File: config.mk
export PLATFORM = sky130hd
export DESIGN_NAME = cart_bank_mapper
export DESIGN_NICKNAME = d
export VERILOG_FILES = /design/src/rtl/mapper_pkg.sv /design/src/rtl/mapper_rst_sync.sv /design/src/rtl/mapper_bus_decode.sv /design/src/rtl/mapper_reg_file.sv /design/src/rtl/mapper_bank_map.sv /design/src/rtl/cart_bank_mapper.sv
export SDC_FILE = /design/constraint.sdc
export NUM_CORES = 1
export LEC_CHECK = 0
export ABC_AREA = 1
export CORE_AREA = 2 2 60 62
export CTS_BUF_LIST = sky130_fd_sc_hd__clkbuf_2
export DETAILED_ROUTE_END_ITERATION = 10
export DIE_AREA = 0 0 62 64
export HOLD_SLACK_MARGIN = 0.12
export PLACE_DENSITY = 0.89
export SETUP_SLACK_MARGIN = 0.5
export SLEW_MARGIN = 20
export SYNTH_ARGS = -nofsm -noshare
export SYNTH_HDL_FRONTEND = slang
export SYNTH_SLANG_ARGS = --single-unit
File: constraint.sdc
create_clock -name clk -period 1.75 [get_ports clk]
set_clock_uncertainty 0.05 [all_clocks]
set_input_delay 0.35 -clock clk [delete_from_list [all_inputs] [get_ports clk]]
set_output_delay 0.35 -clock clk [all_outputs]
set_load 0.005 [all_outputs]
File: src/rtl/mapper_pkg.sv
package mapper_pkg;
  localparam int unsigned PRG_W = 2;
  localparam int unsigned CHR_W = 4;

  typedef enum logic [1:0] {
    NT_LSHAPE = 2'd0,
    NT_HORZ   = 2'd1,
    NT_VERT   = 2'd2,
    NT_SINGLE = 2'd3
  } nt_mode_e;

  typedef struct packed {
    logic idx_wr;
    logic dat_wr;
    logic dat_rd;
  } bus_op_t;
endpackage

File: src/rtl/mapper_rst_sync.sv
module mapper_rst_sync #(
  parameter int unsigned STAGES = 2
) (
  input  logic clk,
  input  logic rst_n,
  output logic rst_sync_n
);
  logic [STAGES-1:0] chain_q;
  logic [STAGES-1:0] chain_d;

  generate
    if (STAGES == 1) begin : g_one
      assign chain_d = 1'b1;
    end else begin : g_many
      assign chain_d = {chain_q[STAGES-2:0], 1'b1};
    end
  endgenerate

  always_ff @(posedge clk or negedge rst_n) begin
    if (!rst_n) chain_q <= '0;
    else        chain_q <= chain_d;
  end

  assign rst_sync_n = chain_q[STAGES-1];
endmodule

File: src/rtl/mapper_bus_decode.sv
module mapper_bus_decode
  import mapper_pkg::*;
#(
  parameter int unsigned           ADDR_W      = 16,
  parameter logic [ADDR_W-1:0]     DECODE_MASK = 16'hC101,
  parameter logic [ADDR_W-1:0]     INDEX_MATCH = 16'h4100,
  parameter logic [ADDR_W-1:0]     DATA_MATCH  = 16'h4101
) (
  input  logic [ADDR_W-1:0] cpu_addr,
  input  logic              cpu_rw,
  input  logic              cpu_strobe,
  output bus_op_t           op
);
  logic [ADDR_W-1:0] masked;
  logic              hit_idx;
  logic              hit_dat;

  always_comb begin
    masked    = cpu_addr & DECODE_MASK;
    hit_idx   = (masked == INDEX_MATCH);
    hit_dat   = (masked == DATA_MATCH);
    op.idx_wr = cpu_strobe & ~cpu_rw & hit_idx;
    op.dat_wr = cpu_strobe & ~cpu_rw & hit_dat;
    op.dat_rd = cpu_strobe &  cpu_rw & hit_dat;
  end
endmodule

File: src/rtl/mapper_reg_file.sv
module mapper_reg_file
  import mapper_pkg::*;
#(
  parameter int unsigned NUM_REGS = 8,
  parameter int unsigned REG_W    = 3,
  localparam int unsigned IDX_W   = $clog2(NUM_REGS)
) (
  input  logic                           clk,
  input  logic                           rst_n,
  input  bus_op_t                        op,
  input  logic [REG_W-1:0]               wdata,
  output logic [IDX_W-1:0]               idx_o,
  output logic [NUM_REGS-1:0][REG_W-1:0] regs_o,
  output logic [REG_W-1:0]               rd_val
);
  logic [IDX_W-1:0]    idx_q;
  logic [IDX_W-1:0]    idx_d;
  logic                idx_en;
  logic [NUM_REGS-1:0] reg_en;

  always_comb begin
    idx_en = op.idx_wr;
    idx_d  = wdata[IDX_W-1:0];
  end

  always_ff @(posedge clk or negedge rst_n) begin
    if (!rst_n)      idx_q <= '0;
    else if (idx_en) idx_q <= idx_d;
  end

  genvar gi;
  generate
    for (gi = 0; gi < NUM_REGS; gi++) begin : g_reg
      logic [REG_W-1:0] val_q;
      assign reg_en[gi] = op.dat_wr && (idx_q == IDX_W'(gi));
      always_ff @(posedge clk or negedge rst_n) begin
        if (!rst_n)          val_q <= '0;
        else if (reg_en[gi]) val_q <= wdata;
      end
      assign regs_o[gi] = val_q;
    end
  endgenerate

  assign idx_o  = idx_q;
  assign rd_val = regs_o[idx_q];
endmodule

File: src/rtl/mapper_bank_map.sv
module mapper_bank_map
  import mapper_pkg::*;
#(
  parameter int unsigned NUM_REGS    = 8,
  parameter int unsigned REG_W       = 3,
  parameter int unsigned PRG_REG     = 5,
  parameter int unsigned CHR_A13_REG = 2,
  parameter int unsigned CHR_A14_REG = 4,
  parameter int unsigned CHR_HI_REG  = 6,
  parameter int unsigned NT_REG      = 7
) (
  input  logic [NUM_REGS-1:0][REG_W-1:0] regs,
  input  logic                           ppu_a11,
  input  logic                           ppu_a10,
  output logic [PRG_W-1:0]               prg_bank,
  output logic [CHR_W-1:0]               chr_bank,
  output nt_mode_e                       nt_mode,
  output logic                           ciram_page
);
  always_comb begin
    prg_bank = regs[PRG_REG][1:0];
    chr_bank = {regs[CHR_HI_REG][1:0], regs[CHR_A14_REG][0], regs[CHR_A13_REG][0]};
    nt_mode  = nt_mode_e'(regs[NT_REG][2:1]);
    unique case (nt_mode)
      NT_LSHAPE: ciram_page = ppu_a11 & ppu_a10;
      NT_HORZ:   ciram_page = ppu_a11;
      NT_VERT:   ciram_page = ppu_a10;
      default:   ciram_page = 1'b1;
    endcase
  end

  logic unused_bits;
  assign unused_bits = ^{regs[0], regs[1], regs[3], regs[CHR_A13_REG][2:1],
                         regs[CHR_A14_REG][2:1], regs[PRG_REG][2],
                         regs[CHR_HI_REG][2], regs[NT_REG][0]};
endmodule

File: src/rtl/cart_bank_mapper.sv
module cart_bank_mapper
  import mapper_pkg::*;
#(
  parameter int unsigned       ADDR_W      = 16,
  parameter int unsigned       DATA_W      = 8,
  parameter int unsigned       NUM_REGS    = 8,
  parameter int unsigned       REG_W       = 3,
  parameter int unsigned       RST_STAGES  = 2,
  parameter logic [ADDR_W-1:0] DECODE_MASK = 16'hC101,
  parameter logic [ADDR_W-1:0] INDEX_MATCH = 16'h4100,
  parameter logic [ADDR_W-1:0] DATA_MATCH  = 16'h4101
) (
  input  logic              clk,
  input  logic              rst_n,
  input  logic [ADDR_W-1:0] cpu_addr,
  input  logic [DATA_W-1:0] cpu_wdata,
  input  logic              cpu_rw,
  input  logic              cpu_strobe,
  input  logic              ppu_a11,
  input  logic              ppu_a10,
  output logic [DATA_W-1:0] cpu_rdata,
  output logic              cpu_rdata_oe,
  output logic [PRG_W-1:0]  prg_bank,
  output logic [CHR_W-1:0]  chr_bank,
  output logic              ciram_page
);
  localparam int unsigned IDX_W = $clog2(NUM_REGS);

  logic                           rst_sync_n;
  bus_op_t                        op;
  logic [IDX_W-1:0]               idx_q;
  logic [NUM_REGS-1:0][REG_W-1:0] regs;
  logic [REG_W-1:0]               rd_val;
  nt_mode_e                       nt_mode;

  mapper_rst_sync #(.STAGES(RST_STAGES)) u_rst (
    .clk        (clk),
    .rst_n      (rst_n),
    .rst_sync_n (rst_sync_n)
  );

  mapper_bus_decode #(
    .ADDR_W      (ADDR_W),
    .DECODE_MASK (DECODE_MASK),
    .INDEX_MATCH (INDEX_MATCH),
    .DATA_MATCH  (DATA_MATCH)
  ) u_dec (
    .cpu_addr   (cpu_addr),
    .cpu_rw     (cpu_rw),
    .cpu_strobe (cpu_strobe),
    .op         (op)
  );

  mapper_reg_file #(.NUM_REGS(NUM_REGS), .REG_W(REG_W)) u_rf (
    .clk    (clk),
    .rst_n  (rst_sync_n),
    .op     (op),
    .wdata  (cpu_wdata[REG_W-1:0]),
    .idx_o  (idx_q),
    .regs_o (regs),
    .rd_val (rd_val)
  );

  mapper_bank_map #(.NUM_REGS(NUM_REGS), .REG_W(REG_W)) u_map (
    .regs       (regs),
    .ppu_a11    (ppu_a11),
    .ppu_a10    (ppu_a10),
    .prg_bank   (prg_bank),
    .chr_bank   (chr_bank),
    .nt_mode    (nt_mode),
    .ciram_page (ciram_page)
  );

  always_comb begin
    cpu_rdata_oe = op.dat_rd;
    cpu_rdata    = op.dat_rd ? {{(DATA_W-REG_W){1'b0}}, rd_val} : '0;
  end

  logic unused_wdata_hi;
  assign unused_wdata_hi = ^cpu_wdata[DATA_W-1:REG_W];
endmodule

==> impl_metrics.yaml, run 1 <==
route:
  detail_route.first_pass.iterations: 5
  drt_iter0_markers: 92
  vias: 1776
  wl_per_cell_um: 15.59
  wirelength_mm: 5.052
  drc: 0
  final_antenna_net_count: 0
  via_per_inst: 5.481
critical_path:
  rrSetupSlack_ps: 270
  slowest_stage: "dfrtp_2"
  cp_cell_sequence: "buf_6 -> buf_6 -> nand2_1 -> nand2_1 -> nand2_1 -> nand3_2 -> nand2_2 -> nor2_1 -> buf_2"
  r2r-end: "u_rf.g_reg[4].val_q[2]"
  end_kind: "output pin"
  cp_data_required_time_ps: 1350
  path_common_cell: "nand2_1"
  max_stage_delay_ps: 470
  path_class: "register to output pin"
  reg2reg_depth: 8
  r2r_start: "u_rf.idx_o[1]"
  path_max_fanout: 3
  arrival_ps: 1610
  start_kind: "register"
synth:
  yosysMostFrequentCell: "nand2_1"
  syn_area_um2: 1717
  ys_warn_count: 0
  synth-edff-count: 0
  ys.flop_type: "dfrtp_1"
  synth-seq-area-share: 0.4227
  yosysTopAreaCell: "dfrtp_1"
  synthTopCellsByArea: "dfrtp_1, nand2_1, nand4_1"
  async_reset_ff_frac: 1.000
  ys_ff_latch: 29
  yosysTopAreaCellShare: 0.4227
  ys_types: 20
  synth_cells: 227
  synth_area_per_cell_um2: 7.562
  yosys-top-cells-count: "nand2_1, dfrtp_1, nand4_1"
die:
  fp.dieW_um: 62
  coreArea_um2: 3284
  dieArea_um2: 3968
  rows: 21
  initial_core_util: 0.5227
  die_h_um: 64
  num_io_pins: 46
power:
  p_total_mw: 1.705
  ir_drop_mv: 0.4527
  leakagePower_nw: 1.248
  pwr_density_cell_nw_per_um2: 701.7
final_layout:
  num_antenna_cells: 0
  fillCellCount: 231
  fin_nets: 308
  synthToLayoutAreaGrowth_pct: 41.55
  drive_above_1_share: 0.3993
status:
  violations: "setup timing"
  run_status: "complete, but fails checks"
sta:
  grt_setup_unrepaired: "yes"
  setup_viol: 3
  final_hold_viol_count: 0
  period_needed_ps: 2010
  maxSlewViolCount: 0
  worst_pin_slew_ps: 503.0
  slew_headroom: 0.6646
  fmaxAchievable_ghz: 0.4975
  period_share: 1.149
  hold_slack_ps: 161.1
  worst_slack_ps: -260.2
clock_tree:
  cts_sinks: 29
  htreeDepth: 2
  cts_tree: "done"
  path_clk_slew_ps: 130
  ctsLongestPathBuffers: 2
  clock-root-buffer: "clkbuf_2"
  cts_buffers: 5
  clkLatencyLatePin_ps: 360
global_route:
  gr-total-overflow: 0
  grt_pass1_wl_mm: 7.590
  antenna_found_initial: 0
  grt_pass1_vias: 1688
  track_usage: 0.2577
  grt_max_degree: 30
placed_design:
  gp_congestion: 0.8327
  hpwlAfterDp_mm: 2.859
  io_buffers: 23
flow_run:
  cap_violations: 0
min_path:
  min_path_type: "register to asynchronous set/reset pin"
layer usage:
metal  track usage  wire length, um  vias up
li1              -                -      826
met1        0.3259             1981      829
met2        0.4128             2522      100
met3       0.07085              410       21
met4       0.09043              138        0
met5             0                0        -
through the flow:
stage          cells  area [um2]    util  TNS, ps  worst slack (ps)
6_report         324        2430  0.7398   -743.5            -260.2
5_1_grt          324        2430  0.7398   -959.8            -336.3
4_1_cts          315        2285  0.6956   -783.5            -220.8
3_5_place_dp     297        2054  0.6255    -4844            -595.8
3_3_place_gp     297        2054  0.6255    -3824            -607.3
2_1_floorplan    231        1743       -        0             407.8
how the worst max path moves through the flow:
| stage | startpoint | slack [ps] | to | depth (start not counted) |
|---|---|---|---|---|
| detailed placement | cpu_addr[14] | -600 | cpu_rdata[1] | 7 |
| global placement | cpu_addr[14] | -610 | cpu_rdata[1] | 7 |
| CTS | u_rf.idx_o[0] | -220 | cpu_rdata[0] | 9 |
| floorplan | u_rf.idx_o[0] | 410 | cpu_rdata[2] | 8 |
| global route | u_rf.idx_o[0] | -340 | cpu_rdata[1] | 9 |
| finish | u_rf.idx_o[0] | -260 | cpu_rdata[1] | 9 |
placed cells by master (no fill, tap or decap):
| cell | count |
|---|---|
| nor2_2 | 1 |
| nand4_1 | 25 |
| nand2_2 | 10 |
| nor3b_4 | 1 |
| o22a_1 | 1 |
| conb_1 | 6 |
| buf_2 | 7 |
| nand2_1 | 82 |
| buf_6 | 16 |
| nor2_4 | 12 |
| buf_4 | 23 |
| dfrtp_1 | 26 |
| o21ai_0 | 2 |
| dfrtp_2 | 3 |
| nor3_4 | 1 |
| nand2_4 | 4 |
| nand3_2 | 10 |
| nor2_1 | 5 |
| clkbuf_2 | 11 |
| nand3_4 | 1 |
| dlygate4sd3_1 | 1 |
| o21ai_1 | 1 |
| buf_16 | 1 |
| buf_8 | 2 |
| nand3_1 | 6 |
| inv_2 | 2 |
| clkinv_4 | 1 |
| inv_1 | 5 |
| buf_12 | 3 |
| clkdlybuf4s50_1 | 6 |
| clkinv_1 | 1 |
| inv_4 | 2 |
cell families after synthesis:
| group | count (synthesis) | share of synthesized area |
|---|---|---|
| AND/OR/NAND/NOR | 158 | 0.4373 |
| buffers and inverters | 34 | 0.1217 |
| flip-flops | 29 | 0.4227 |
| AO/OA/AOI/OAI | 4 | 0.01385 |
| other | 2 | 0.004375 |
repair_timing:
| action | 4_1_cts | 5_1_grt |
|---|---|---|
| cloned | 1 | 0 |
| buffers inserted | 9 | 9 |
| endpoints found under the hold margin | 2 | 0 |
| gates resized for setup | 82 | 49 |
| pin swaps | 21 | 16 |
| setup endpoints to repair | 38 | 38 |
| hold buffers | 1 | 0 |
final cells by class:
type	count	area [um2]	area share
Clock buffer	6	30.03	0.01236
Multi-Input combinational cell	168	960.9	0.3955
Tap cell	46	57.56	0.02369
Sequential cell	29	729.5	0.3002
Clock inverter	1	3.754	0.001545
Inverter	10	47.55	0.01957
Timing Repair Buffer	64	600.6	0.2472
worst max-delay path, delay by kind of cell (launching register included):
family	cells	cell delay [ps]
buffers and inverters	3	360
DFF	1	470
and+or+nand+nor	6	420
registers in the layout, indices dropped and copies added (netlist names):
| signal | flops |
|---|---|
| u_rf.g.val_q | 24 |
| u_rf.idx_o | 3 |
| u_rst.chain_q | 2 |
report_power, final:
group / internal (mW) / switching (mW) / total, mW
clock network: 0.0930 / 0.219 / 0.312
registers: 0.717 / 0.0622 / 0.780
logic: 0.283 / 0.330 / 0.613
Note: power is estimated with default switching activity, not from simulation.
==> run 2, diff against run 1 <==
- CORE_AREA: 2 2 60 62 -> 2 2 51 72
- DIE_AREA: 0 0 62 64 -> 0 0 53 74
==> impl_metrics.yaml, run 2 (synthesis gave the netlist of run 1 again) <==
status:
  run_status: "complete, but fails checks"
  violations: "setup timing"
final_layout:
  largest_reg_flops: 24
  mostFrequentLayoutCells: "nand2_1, buf_6, dfrtp_1, nand4_1"
  num_antenna_cells: 0
  regArea_um2: 729.5
  fin_nets: 322
  largest-register: "u_rf.g.val_q"
  multi_input_area_um2: 988.4
  fillCellCount: 189
  synthToLayoutAreaGrowth_pct: 51.97
  layout.cells.most_common: "nand2_1"
  drive_above_1_share: 0.4642
  finish.instance_area_um2: 2609
critical_path:
  path_class: "register to output pin"
  crit_family: "simple AND/OR/NAND/NOR gates"
  slowest_stage: "dfrtp_2"
  crit_buf_inv: 3
  path_max_fanout: 6
  cp_data_required_time_ps: 1350
  arrival_ps: 1730
  start_kind: "register"
  max_stage_delay_ps: 470
  end_kind: "output pin"
  cp_cell_sequence: "buf_6 -> clkinv_8 -> nand2_2 -> nand2_2 -> nand2_1 -> nand3_1 -> nand2_1 -> nor2_1 -> buf_2"
route:
  detail_route.first_pass.iterations: 5
  vias: 2058
  via_per_inst: 6.180
  wl_per_cell_um: 19.47
  wirelength_mm: 6.482
  drc: 0
  drt_iter0_markers: 206
  final_antenna_net_count: 0
global_route:
  grt_max_degree: 33
  grt_pass1_wl_mm: 8.694
  antenna_found_initial: 0
  track_usage: 0.3155
  grt_pass1_vias: 1845
  gr-total-overflow: 0
die:
  coreArea_um2: 3284
  dieArea_um2: 3922
  die_h_um: 74
  initial_core_util: 0.5227
  num_io_pins: 46
  rows: 25
  fp.dieW_um: 53
power:
  leakagePower_nw: 1.321
  p_switching_mw: 0.6930
  power_frac_clock: 0.252
  power.share.switching: 0.3585
  comb_power_share: 0.345
  pwr_density_cell_nw_per_um2: 741.1
  seqPwrFrac: 0.403
  p_int_mw: 1.240
  ir_drop_mv: 0.7986
clock_tree:
  ctsLongestPathBuffers: 2
  htreeDepth: 2
  cts_tree: "done"
  path_clk_slew_ps: 170
  cts_buffers: 5
  cts_sinks: 29
  clock-root-buffer: "clkbuf_2"
  clkLatencyLatePin_ps: 390
sta:
  grt_setup_unrepaired: "yes"
  worst_pin_slew_ps: 513.7
  fmaxAchievable_ghz: 0.4691
  timing.setup.tns_ps: -1051
  period_share: 1.218
  period_needed_ps: 2132
  setup_viol: 3
  slew_headroom: 0.6565
  worst_slack_ps: -381.6
  final_hold_viol_count: 0
  maxSlewViolCount: 0
placed_design:
  gp_congestion: 0.8695
  hpwlAfterDp_mm: 2.777
  io_buffers: 23
  preCtsSetupSlack_ps: -670.4
  placed_area_um2: 2014
min_path:
  min_path_type: "register to asynchronous set/reset pin"
flow_run:
  cap_violations: 0
-- run 2: power groups by stage --
stage / logic, mW / clock network [mW] / registers, mW
after detailed placement: 0.402 / 0 / 0.773
after CTS: 0.544 / 0.480 / 0.766
final: 0.668 / 0.487 / 0.779
after global routing: 0.689 / 0.518 / 0.781
after global placement: 0.392 / 0 / 0.773
after floorplan: 0.276 / 0 / 0.754
-- run 2: layout make-up --
class / count / share of cell area
multi-input cells: 168 / 0.3789
repair buffers: 77 / 0.2734
clock inverters: 2 / 0.01295
flip-flops and latches: 29 / 0.2796
clock buffers: 6 / 0.01151
inverters: 10 / 0.02110
well taps: 40 / 0.01918
repair inverters: 1 / 0.003357
-- run 2: layer usage --
metal / track usage / part of all wire / up-vias
li1: - / - / 858
met1: 0.3750 / 0.33 / 953
met2: 0.5111 / 0.49 / 198
met3: 0.09839 / 0.13 / 49
met4: 0.1595 / 0.053 / 0
met5: 0 / 0 / -
-- run 2: repair_timing --
action                                  4_1_cts  5_1_grt
endpoints found under the setup margin       38       38
cloned                                        4        0
gates resized for setup                     121       45
buffers inserted                             24        6
hold endpoints to repair                      2        0
pin swaps                                    25       21
hold buffers                                  1        0
-- run 2: through the flow --
| stage | cells | total power [mW] | util | hold slack (ps) |
|---|---|---|---|---|
| 6_report | 333 | 1.933 | 0.7943 | 169.2 |
| 5_1_grt | 333 | 1.987 | 0.7943 | 224.4 |
| 4_1_cts | 327 | 1.790 | 0.7417 | 192.0 |
| 3_5_place_dp | 290 | 1.176 | 0.6133 | 196.6 |
| 3_3_place_gp | 290 | 1.165 | 0.6133 | 187.9 |
| 2_1_floorplan | 231 | 1.031 | - | 4.409 |
-- run 2: final timing paths --
path                       slack [ps]  cells after the start                      to             start
hold reg to reg                   170                      1  u_rf.g_reg[7].val_q[2]  u_rst.chain_q[1]
setup reg to reg                  130                      8  u_rf.g_reg[5].val_q[1]     u_rf.idx_o[1]
setup / recovery                 -380                      9            cpu_rdata[2]     u_rf.idx_o[0]
hold / removal                    170                      1  u_rf.g_reg[7].val_q[2]  u_rst.chain_q[1]
min in group clk                  320                      0        u_rst.chain_q[1]  u_rst.chain_q[0]
max in group asynchronous         930                      2        u_rst.chain_q[0]             rst_n
==> run 3, diff against run 2 <==
- CORE_AREA: 2 2 51 72 -> 2 2 59 83
- DIE_AREA: 0 0 53 74 -> 0 0 61 85
- GPL_TIMING_DRIVEN: default -> 0
- PLACE_DENSITY: 0.89 -> 0.7
==> impl_metrics.yaml, run 3 (synthesis gave the netlist of run 1 again) <==
placed_design:
  preCtsSetupSlack_ps: -675.2
  dpl.cell_count: 313
  hpwlAfterDp_mm: 2.948
  io_buffers: 20
  gp_congestion: 0.9329
clock_tree:
  cts_tree: "done"
  clock-root-buffer: "clkbuf_2"
  htreeDepth: 2
  cts_buffers: 5
  clkLatencyLatePin_ps: 390
  cts_sinks: 29
  ctsLongestPathBuffers: 2
  path_clk_slew_ps: 160
sta:
  worst_pin_slew_ps: 598.1
  worst_slack_ps: -235.5
  setup_viol: 3
  period_needed_ps: 1985
  period_share: 1.135
  final_hold_viol_count: 0
  fmaxAchievable_ghz: 0.5037
  maxSlewViolCount: 0
  slew_headroom: 0.6012
  grt_setup_unrepaired: "yes"
critical_path:
  arrival_ps: 1590
  cp_data_required_time_ps: 1350
  start_kind: "register"
  end_kind: "output pin"
  path_class: "register to output pin"
  path_max_fanout: 5
global_route:
  grt_max_degree: 28
  gr-total-overflow: 0
  track_usage: 0.2120
  grt_pass1_wl_mm: 8.155
  antenna_found_initial: 0
  grt_pass1_vias: 1770
route:
  vias: 1815
  via_per_inst: 5.014
  wirelength_mm: 5.123
  drt_iter0_markers: 67
  final_antenna_net_count: 0
  detail_route.first_pass.iterations: 4
  drc: 0
  wl_per_cell_um: 14.15
die:
  dieArea_um2: 5185
  die_h_um: 85
  coreArea_um2: 4463
  num_io_pins: 46
  initial_core_util: 0.3846
  fp.dieW_um: 61
  rows: 29
final_layout:
  synthToLayoutAreaGrowth_pct: 54.52
  largest_reg_flops: 24
  stdcell_count: 362
  multi_input_area_um2: 955.9
  regArea_um2: 726.9
  largest-register: "u_rf.g.val_q"
  layout.cells.most_common: "nand2_1"
  mostFrequentLayoutCells: "nand2_1, buf_6, dfrtp_1, nand2_2, nand4_1"
  drive_above_1_share: 0.4567
  fillCellCount: 390
  num_antenna_cells: 0
  fin_nets: 329
min_path:
  min_path_type: "register to asynchronous set/reset pin"
power:
  comb_power_share: 0.330
  power.share.switching: 0.3665
  pwr_density_cell_nw_per_um2: 615.3
  p_switching_mw: 0.5981
  p_int_mw: 1.034
  p_total_mw: 1.632
  seqPwrFrac: 0.463
  leakagePower_nw: 1.346
  ir_drop_mv: 0.5164
  power_frac_clock: 0.207
status:
  run_status: "complete, but fails checks"
  violations: "setup timing"
flow_run:
  cap_violations: 0
## run 3: cell count changes in the layout (fill, tap and decap cells not counted), sizes merged
cell,before,now
clkbuf,6,8
clkdlybuf4s50,6,3
clkinv,2,3
buf,70,78
bufinv,1,0
## run 3: stage by stage
step,hold slack [ps],TNS (ps),cell area (um2),utilization
after floorplan,4.409,0,1743,-
after global placement,286.4,-2672,2021,0.4528
after detailed placement,296.4,-3506,2021,0.4528
after CTS,259.1,-665.4,2536,0.5683
after global routing,299.8,-979.1,2653,0.5943
final,218.1,-691.5,2653,0.5943
## run 3: critical path: stages (launching register included)
cell and delay (ps):
dfrtp_1 430, inv_2 110, buf_6 130, nand2_1 50, nand2_1 60, nand2_1 50
nand3_1 80, nand2_1 60, nor2_1 100, buf_2 130
## run 3: final cells by class
type | instances | area share
inverter | 10 | 0.01604
sequential | 29 | 0.2741
tap | 62 | 0.02925
buffer | 24 | 0.08019
clock inverter | 3 | 0.004717
clock buffer | 5 | 0.009434
multi-input combinational | 168 | 0.3604
timing repair buffer | 61 | 0.2259
## run 3: worst paths after layout
kind	from	endpoint	slack [ps]	cells after the start
worst min-delay path	u_rst.chain_q[1]	u_rf.g_reg[5].val_q[1]	220	0
worst max-delay path	u_rf.idx_o[0]	cpu_rdata[2]	-240	9
worst min register to register	u_rst.chain_q[1]	u_rf.g_reg[5].val_q[1]	220	0
worst max register to register	u_rf.idx_o[1]	u_rf.g_reg[5].val_q[1]	300	7
min in group clk	cpu_rw	u_rf.g_reg[5].val_q[0]	320	5
max in group asynchronous	rst_n	u_rst.chain_q[1]	910	2
## run 3: what timing repair did
action / in CTS / in global routing
hold buffers: 1 / 0
pin swaps: 25 / 15
endpoints found under the hold margin: 2 / 0
buffers inserted: 34 / 3
endpoints found under the setup margin: 65 / 38
gates cloned: 3 / 0
gates resized for setup: 131 / 33
## run 3: power groups by stage
stage	clock [mW]	sequential, mW	combinational [mW]
after detailed placement	0	0.765	0.378
final	0.338	0.755	0.539
after floorplan	0	0.754	0.276
after CTS	0.337	0.752	0.478
after global routing	0.374	0.762	0.580
after global placement	0	0.764	0.373
## run 3: layer usage
layer	wire length (um)	up-vias	GRT usage	share of wire
li1	-	867	-	-
met1	2015	866	0.2495	0.39
met2	2648	65	0.3421	0.52
met3	251	17	0.04878	0.049
met4	208	0	0.1225	0.041
met5	0	-	0	0
